## src/rtl/radio_seq_pkg.sv

```systemverilog
package radio_seq_pkg;

  typedef enum logic [3:0] {
    ST_IDLE       = 4'd0,
    ST_REG_UP     = 4'd1,
    ST_XO_WAIT    = 4'd2,
    ST_PLL_UP     = 4'd3,
    ST_VCO_CAL    = 4'd4,
    ST_PLL_SETTLE = 4'd5,
    ST_PA_RAMP    = 4'd6,
    ST_TX_RUN     = 4'd7,
    ST_RX_FRONT   = 4'd8,
    ST_RX_RUN     = 4'd9
  } seq_state_e;

  localparam logic [1:0] MODE_STANDBY = 2'd0;
  localparam logic [1:0] MODE_READY   = 2'd1;
  localparam logic [1:0] MODE_TUNE    = 2'd2;

  typedef struct packed {
    logic reg_en;
    logic xo_en;
    logic pll_en;
    logic pa_en;
    logic rxfe_en;
    logic modem_rx_en;
  } en_vec_t;

  function automatic en_vec_t enables_for(seq_state_e s, logic [1:0] mode);
    en_vec_t e;
    e = '0;
    if (s == ST_IDLE) begin
      e.reg_en = (mode == MODE_READY) || (mode == MODE_TUNE);
      e.xo_en  = e.reg_en;
      e.pll_en = (mode == MODE_TUNE);
    end else begin
      e.reg_en      = 1'b1;
      e.xo_en       = (s != ST_REG_UP);
      e.pll_en      = (s != ST_REG_UP) && (s != ST_XO_WAIT);
      e.pa_en       = (s == ST_PA_RAMP) || (s == ST_TX_RUN);
      e.rxfe_en     = (s == ST_RX_FRONT) || (s == ST_RX_RUN);
      e.modem_rx_en = (s == ST_RX_RUN);
    end
    return e;
  endfunction

endpackage

```

## src/rtl/seq_wait_timer.sv

```systemverilog
module seq_wait_timer #(
  parameter int TW = 8
) (
  input  logic          clk,
  input  logic          rst,
  input  logic          load,
  input  logic [TW-1:0] load_val,
  output logic          expired
);

  logic [TW-1:0] count_q;

  always_ff @(posedge clk) begin
    if (rst)              count_q <= '0;
    else if (load)        count_q <= load_val;
    else if (count_q != 0) count_q <= count_q - 1'b1;
  end

  assign expired = (count_q == '0);

  // without a load the counter only moves downward
  assert_timer_down_R4: assert property (@(posedge clk) disable iff (rst)
    (!load && count_q != '0) |=> (count_q < $past(count_q)));

endmodule

```

## src/rtl/seq_fsm.sv

```systemverilog
module seq_fsm
  import radio_seq_pkg::*;
#(
  parameter int XO_CYC     = 600,
  parameter int SETTLE_CYC = 40,
  parameter int RAMP_CYC   = 10,
  parameter int TW         = 10
) (
  input  logic          clk,
  input  logic          rst,
  input  logic          tx_on,
  input  logic          rx_on,
  input  logic          skip_vco,
  input  logic [1:0]    idle_mode,
  input  logic          vco_cal_done,
  input  logic          tmr_expired,
  output logic          tmr_load,
  output logic [TW-1:0] tmr_val,
  output en_vec_t       en_q,
  output logic          cal_start_q,
  output seq_state_e    state_q
);

  logic       dir_tx_q, dir_tx_n;
  seq_state_e state_n;
  logic [1:0] mode_norm;
  logic       active;

  assign mode_norm = (idle_mode == 2'd3) ? MODE_STANDBY : idle_mode;
  assign active    = dir_tx_q ? tx_on : rx_on;

  always_comb begin
    state_n  = state_q;
    dir_tx_n = dir_tx_q;
    tmr_load = 1'b0;
    tmr_val  = '0;
    if (state_q == ST_IDLE) begin
      if (tx_on || rx_on) begin
        dir_tx_n = tx_on;
        unique case (mode_norm)
          MODE_READY: state_n = ST_PLL_UP;
          MODE_TUNE: begin
            if (tx_on) begin
              state_n  = ST_PA_RAMP;
              tmr_load = 1'b1;
              tmr_val  = TW'(RAMP_CYC - 1);
            end else begin
              state_n = ST_RX_FRONT;
            end
          end
          default: state_n = ST_REG_UP;
        endcase
      end
    end else if (!active) begin
      state_n = ST_IDLE;
    end else begin
      unique case (state_q)
        ST_REG_UP: begin
          state_n  = ST_XO_WAIT;
          tmr_load = 1'b1;
          tmr_val  = TW'(XO_CYC - 1);
        end
        ST_XO_WAIT: if (tmr_expired) state_n = ST_PLL_UP;
        ST_PLL_UP: begin
          if (skip_vco) begin
            state_n  = ST_PLL_SETTLE;
            tmr_load = 1'b1;
            tmr_val  = TW'(SETTLE_CYC - 1);
          end else begin
            state_n = ST_VCO_CAL;
          end
        end
        ST_VCO_CAL: begin
          if (vco_cal_done) begin
            state_n  = ST_PLL_SETTLE;
            tmr_load = 1'b1;
            tmr_val  = TW'(SETTLE_CYC - 1);
          end
        end
        ST_PLL_SETTLE: begin
          if (tmr_expired) begin
            if (dir_tx_q) begin
              state_n  = ST_PA_RAMP;
              tmr_load = 1'b1;
              tmr_val  = TW'(RAMP_CYC - 1);
            end else begin
              state_n = ST_RX_FRONT;
            end
          end
        end
        ST_PA_RAMP:  if (tmr_expired) state_n = ST_TX_RUN;
        ST_RX_FRONT: state_n = ST_RX_RUN;
        default:     state_n = state_q;
      endcase
    end
  end

  always_ff @(posedge clk) begin
    if (rst) begin
      state_q     <= ST_IDLE;
      dir_tx_q    <= 1'b0;
      en_q        <= '0;
      cal_start_q <= 1'b0;
    end else begin
      state_q     <= state_n;
      dir_tx_q    <= dir_tx_n;
      en_q        <= enables_for(state_n, mode_norm);
      cal_start_q <= (state_n == ST_VCO_CAL) && (state_q != ST_VCO_CAL);
    end
  end

  // calibration start is a single-cycle strobe
  assert_cal_pulse_R5: assert property (@(posedge clk) disable iff (rst)
    cal_start_q |=> !cal_start_q);

  // without done the calibration step does not move forward
  assert_cal_wait_R5: assert property (@(posedge clk) disable iff (rst)
    (state_q == ST_VCO_CAL && !vco_cal_done) |=>
      (state_q == ST_VCO_CAL || state_q == ST_IDLE));

  // no request bit at all forces a return to idle
  assert_abort_idle_R10: assert property (@(posedge clk) disable iff (rst)
    (state_q != ST_IDLE && !tx_on && !rx_on) |=> (state_q == ST_IDLE));

  // amplifier and receive chain are never on together
  assert_tail_excl_R11: assert property (@(posedge clk) disable iff (rst)
    !(en_q.pa_en && en_q.rxfe_en));

  // modem path only after the front end was already up
  assert_rx_order_R8: assert property (@(posedge clk) disable iff (rst)
    $rose(en_q.modem_rx_en) |-> $past(en_q.rxfe_en));

  // synthesizer rises during a walk only once the crystal is running
  assert_pll_after_xo_R3: assert property (@(posedge clk) disable iff (rst)
    ($rose(en_q.pll_en) && state_q != ST_IDLE) |-> $past(en_q.xo_en));

endmodule

```

## src/rtl/radio_seq_top.sv

```systemverilog
module radio_seq_top
  import radio_seq_pkg::*;
#(
  parameter int XO_CYC     = 600,
  parameter int SETTLE_CYC = 40,
  parameter int RAMP_CYC   = 10
) (
  input  logic       clk,
  input  logic       rst,
  input  logic       tx_on,
  input  logic       rx_on,
  input  logic       skip_vco,
  input  logic [1:0] idle_mode,
  input  logic       vco_cal_done,
  output logic       reg_en,
  output logic       xo_en,
  output logic       pll_en,
  output logic       vco_cal_start,
  output logic       pa_en,
  output logic       rxfe_en,
  output logic       modem_rx_en,
  output logic [3:0] seq_state
);

  localparam int MAX_A = (XO_CYC > SETTLE_CYC) ? XO_CYC : SETTLE_CYC;
  localparam int MAX_C = (MAX_A > RAMP_CYC) ? MAX_A : RAMP_CYC;
  localparam int TW    = (MAX_C < 2) ? 1 : $clog2(MAX_C);

  logic          tmr_load, tmr_expired;
  logic [TW-1:0] tmr_val;
  en_vec_t       en;
  seq_state_e    st;

  seq_wait_timer #(.TW(TW)) timer_i (
    .clk(clk), .rst(rst), .load(tmr_load), .load_val(tmr_val),
    .expired(tmr_expired)
  );

  seq_fsm #(
    .XO_CYC(XO_CYC), .SETTLE_CYC(SETTLE_CYC), .RAMP_CYC(RAMP_CYC), .TW(TW)
  ) fsm_i (
    .clk(clk), .rst(rst), .tx_on(tx_on), .rx_on(rx_on),
    .skip_vco(skip_vco), .idle_mode(idle_mode),
    .vco_cal_done(vco_cal_done), .tmr_expired(tmr_expired),
    .tmr_load(tmr_load), .tmr_val(tmr_val), .en_q(en),
    .cal_start_q(vco_cal_start), .state_q(st)
  );

  assign reg_en      = en.reg_en;
  assign xo_en       = en.xo_en;
  assign pll_en      = en.pll_en;
  assign pa_en       = en.pa_en;
  assign rxfe_en     = en.rxfe_en;
  assign modem_rx_en = en.modem_rx_en;
  assign seq_state   = st;

endmodule

```

## config.mk

```make
export PLATFORM = sky130hd
export DESIGN_NAME = radio_seq_top
export DESIGN_NICKNAME = d
export VERILOG_FILES = /design/src/rtl/radio_seq_pkg.sv /design/src/rtl/seq_wait_timer.sv /design/src/rtl/seq_fsm.sv /design/src/rtl/radio_seq_top.sv
export SDC_FILE = /design/constraint.sdc
export NUM_CORES = 1
export LEC_CHECK = 0
export BUFFER_PORTS_ARGS = -buffer_cell sky130_fd_sc_hd__buf_2
export CAP_MARGIN = 20
export CORE_MARGIN = 4
export CORE_UTILIZATION = 30
export CTS_BUF_LIST = sky130_fd_sc_hd__clkbuf_4 sky130_fd_sc_hd__clkbuf_8
export CTS_CLUSTER_DIAMETER = 150
export DETAILED_ROUTE_END_ITERATION = 6
export PLACE_DENSITY = 0.47
export SLEW_MARGIN = 5
export SYNTH_ARGS = -nofsm -noshare
export SYNTH_HDL_FRONTEND = slang
export SYNTH_SLANG_ARGS = --single-unit
```

## constraint.sdc

```tcl
create_clock -name clk -period 2.8 [get_ports clk]
set_clock_uncertainty 0.2 [all_clocks]
set_input_delay 0.28 -clock clk [delete_from_list [all_inputs] [get_ports clk]]
set_output_delay 0.28 -clock clk [all_outputs]
set_load 0.02 [all_outputs]
```

==> reports/metrics.yaml <==
final_util_pct: 35.65
core_area_um2: 4474
num_vias: 1314
peakVddDrop_mv: 0.3505
final.period_utilization_pct: 90.26
yosysSeqAreaShare_pct: 31.01
drtAntennaViolNets: 0
required_ps: 2800
start_util_pct: 31.74
relSlewSlack_pct: 60.38
min-delay-path-class: "in2reg"
cp.buffers_inverters: 1
post_cts_buffers: 0
crit_chain: "inv_1 > ha_1 > nor4b_1 > nand4_1 > a311oi_1 > a31oi_2 > and4b_1"
numCtsBuffers: 3
status: "completed"
timing.hold.ws_ps: 183.0
intPower_uw: 838.7
switchingPower_uw: 585.5
slew_viol_final: 0
routed_wl_um: 3599
p_leak_uw: 0.0006233
row_count: 24
dieHeight_um: 76.80
clkSlewWorstSetupHoldPaths_ps: 80
startpoint_type: "flip-flop"
finalSetupTns_ps: 0
pre_cts_slack_ps: 391.4
ctsHtreeMaxLevel: 1
syn_inst: 162
globalplace.congestion: 0.8325
multiInputGateArea_um2: 884.6
netlist_area_um2: 1420
die_x_um: 76.80
dpl_cell_area_um2: 1540
yosys_most_used_dff: "dfxtp_1"
grt-ovfl-total: 0
fin_area_um2: 1595
critPathMaxStageDelay_ps: 500
synth_seq_cells: 22
worstPathMaxFanout: 6
grt_pass1_wl_um: 6044
synth_edf_count: 0
p_seq_share_pct: 34.4
dp_hpwl_um: 2661
async_reset_ff_share_pct: 0
cts-root-buf: "clkbuf_8"
drc_errors: 0
diodes: 0
final.setup.worst_slack_ps: 272.6
ios: 19
drt-initial-drc-count: 121
areaGrowthSynthToFinish_pct: 12.33
crit_path_end_kind: "flip-flop"
tightestPinTransition_ps: 589.4
yosysWarnings: 0
crit_family: "simple AND/OR/NAND/NOR gates"
crit_arrival_ps: 2530
rsz0062_at_grt: "no"
setup_viol_count_final: 0
cts_tree: "done"
cts_hold_buf: 0
avgRoutedWirePerCell_um: 15.51
cts_buffer_depth: 2
clock_latency_ps: 260
yosysUniqueCellTypes: 60
drive_gt1_share_pct: 21.67
p_per_area_nw_per_um2: 892.8
regArea_um2: 440.4
switching_share_pct: 41.11
avgSynthCellArea_um2: 8.766
grt_start_max_net_pins: 18
viasPerCell: 5.664
clock.fmax_mhz: 395.7
first_pass_iters: 4
maxCapViolCount: 0
dieArea_um2: 5898
hold_violations: 0
clockPowerShare_pct: 15.6
synthesis.nets: 173
post_cts_resized: 0
grt_use_total_pct: 12.43
critPathSlowestCell: "a311oi_1"
numPortBuffers: 18
fillers: 454
grt_pass1_vias: 1192
period_needed_ps: 2527
critical_path_class: "reg2reg"
nets: 192
pwr-share-comb_pct: 50.1
antenna_found_initial: 0
clock-sinks: 22
==> worst paths after layout <==
check	startpoint	cells past startpoint	end	slack (ps)
worst max-delay path	timer_i.count_q[0]$_SDFFE_PP0P_	7	fsm_i.en_q[0]$_SDFF_PP0_	270
worst min-delay path	rst	2	fsm_i.state_q[0]$_SDFF_PP0_	180
worst max register to register	timer_i.count_q[0]$_SDFFE_PP0P_	7	fsm_i.en_q[0]$_SDFF_PP0_	270
worst min register to register	timer_i.count_q[7]$_SDFFE_PP0P_	2	timer_i.count_q[7]$_SDFFE_PP0P_	420
==> metal layers <==
| layer | global-route usage [%] | vias to the layer above | wire [µm] |
|---|---|---|---|
| met5 | 0 | - | 0 |
| met4 | 4.167 | 0 | 34 |
| met3 | 2.342 | 5 | 231 |
| met2 | 18.38 | 47 | 1603 |
| li1 | - | 643 | - |
| met1 | 17.91 | 619 | 1729 |
==> power groups by stage <==
stage               registers [µW]  clock network, µW  logic, µW
global placement               494                  0        713
detailed placement             496                  0        706
global route                   503                241        786
CTS                            488                230        716
finish                         489                222        713
floorplan                      484                  0        542
==> registers in the layout, indices dropped and copies added, names as in the netlist <==
signal / flops
timer_i.count_q: 10
fsm_i.en_q: 6
fsm_i.state_q: 4
fsm_i.cal_start_q: 1
fsm_i.dir_tx_q: 1
==> Yosys cell counts, drive strengths merged, types with 2 or more instances <==
master  instances  area share (%)
o21a            6             3.2
o21ai           4             1.4
nand2          10             2.6
o31ai           5             3.6
o31a            2             1.2
nor3b           3             1.6
inv            10             2.6
a21oi          10             3.8
nor2b           2            0.88
or2             2            0.88
nor4            3             2.2
o22ai           2            0.88
clkbuf          3             1.5
and2            2             1.1
a31oi           4             2.6
o41a            2             1.6
and2b           2             1.2
buf             3             1.9
or3             2            0.97
xnor2           4             2.5
nor2           10             2.6
a211o           2             1.3
or4             3             2.1
nor4b           3             1.9
xor2            3             1.9
nand3           4             1.8
nand4           3             1.3
dfxtp          22              31
ha              3             2.6
nor3            7             2.5
nand2b          3             1.3
==> layout by cell type (no fill, tap or decap), types with 2 or more instances in the layout <==
cell and n:
a31oi_2 2, nor3b_1 3, o31ai_1 4, nand4_1 3, nor4b_1 3, a21oi_1 9, nor4_2 2, o21ai_0 4
a31oi_1 2, o22ai_1 2, buf_2 18, nand2b_1 3, nor2_1 10, and2b_2 2, nand2_1 10, nand3_1 3
ha_1 3, o31a_1 2, dfxtp_1 22, or4_4 2, inv_1 10, nor3_1 7, buf_4 3, xnor2_1 4
o41a_1 2, xor2_1 3, o21a_1 6, nor2b_1 2, or2_1 2, clkbuf_8 4
==> worst register-to-register path, delay by kind of cell (launching register included) <==
kind / cells / cell delay, ps
AND/OR/NAND/NOR: 3 / 990
AO/OA/AOI/OAI: 2 / 670
flip-flops: 1 / 330
buffers and inverters: 1 / 90
adder cells (fa/ha/maj): 1 / 220
==> area by class of cell <==
type	instances	share of cell area (%)
inverters	10	2.353
clock buffers	4	3.451
well taps	52	4.078
multi-input cells	123	55.45
flip-flops and latches	22	27.61
repair buffers	21	7.059
==> logic make-up (layout without fill, tap and decap cells) <==
family | Yosys count | in the layout | synth area share [%]
AOI/OAI and AO/OA | 46 | 46 | 25.20
xor gates and xnor gates | 7 | 7 | 4.317
adders and majority gates | 3 | 3 | 2.643
buffers and inverters | 17 | 35 | 6.696
DFF | 22 | 22 | 31.01
muxes | 1 | 1 | 0.7049
and+or+nand+nor | 66 | 66 | 29.43
==> through the flow <==
step	cells	total power, µW
2_1_floorplan	162	1026
3_3_place_gp	228	1207
5_1_grt	232	1530
6_report	232	1424
3_5_place_dp	228	1202
4_1_cts	232	1434
No activity file was read; power rests on OpenSTA's default activity.
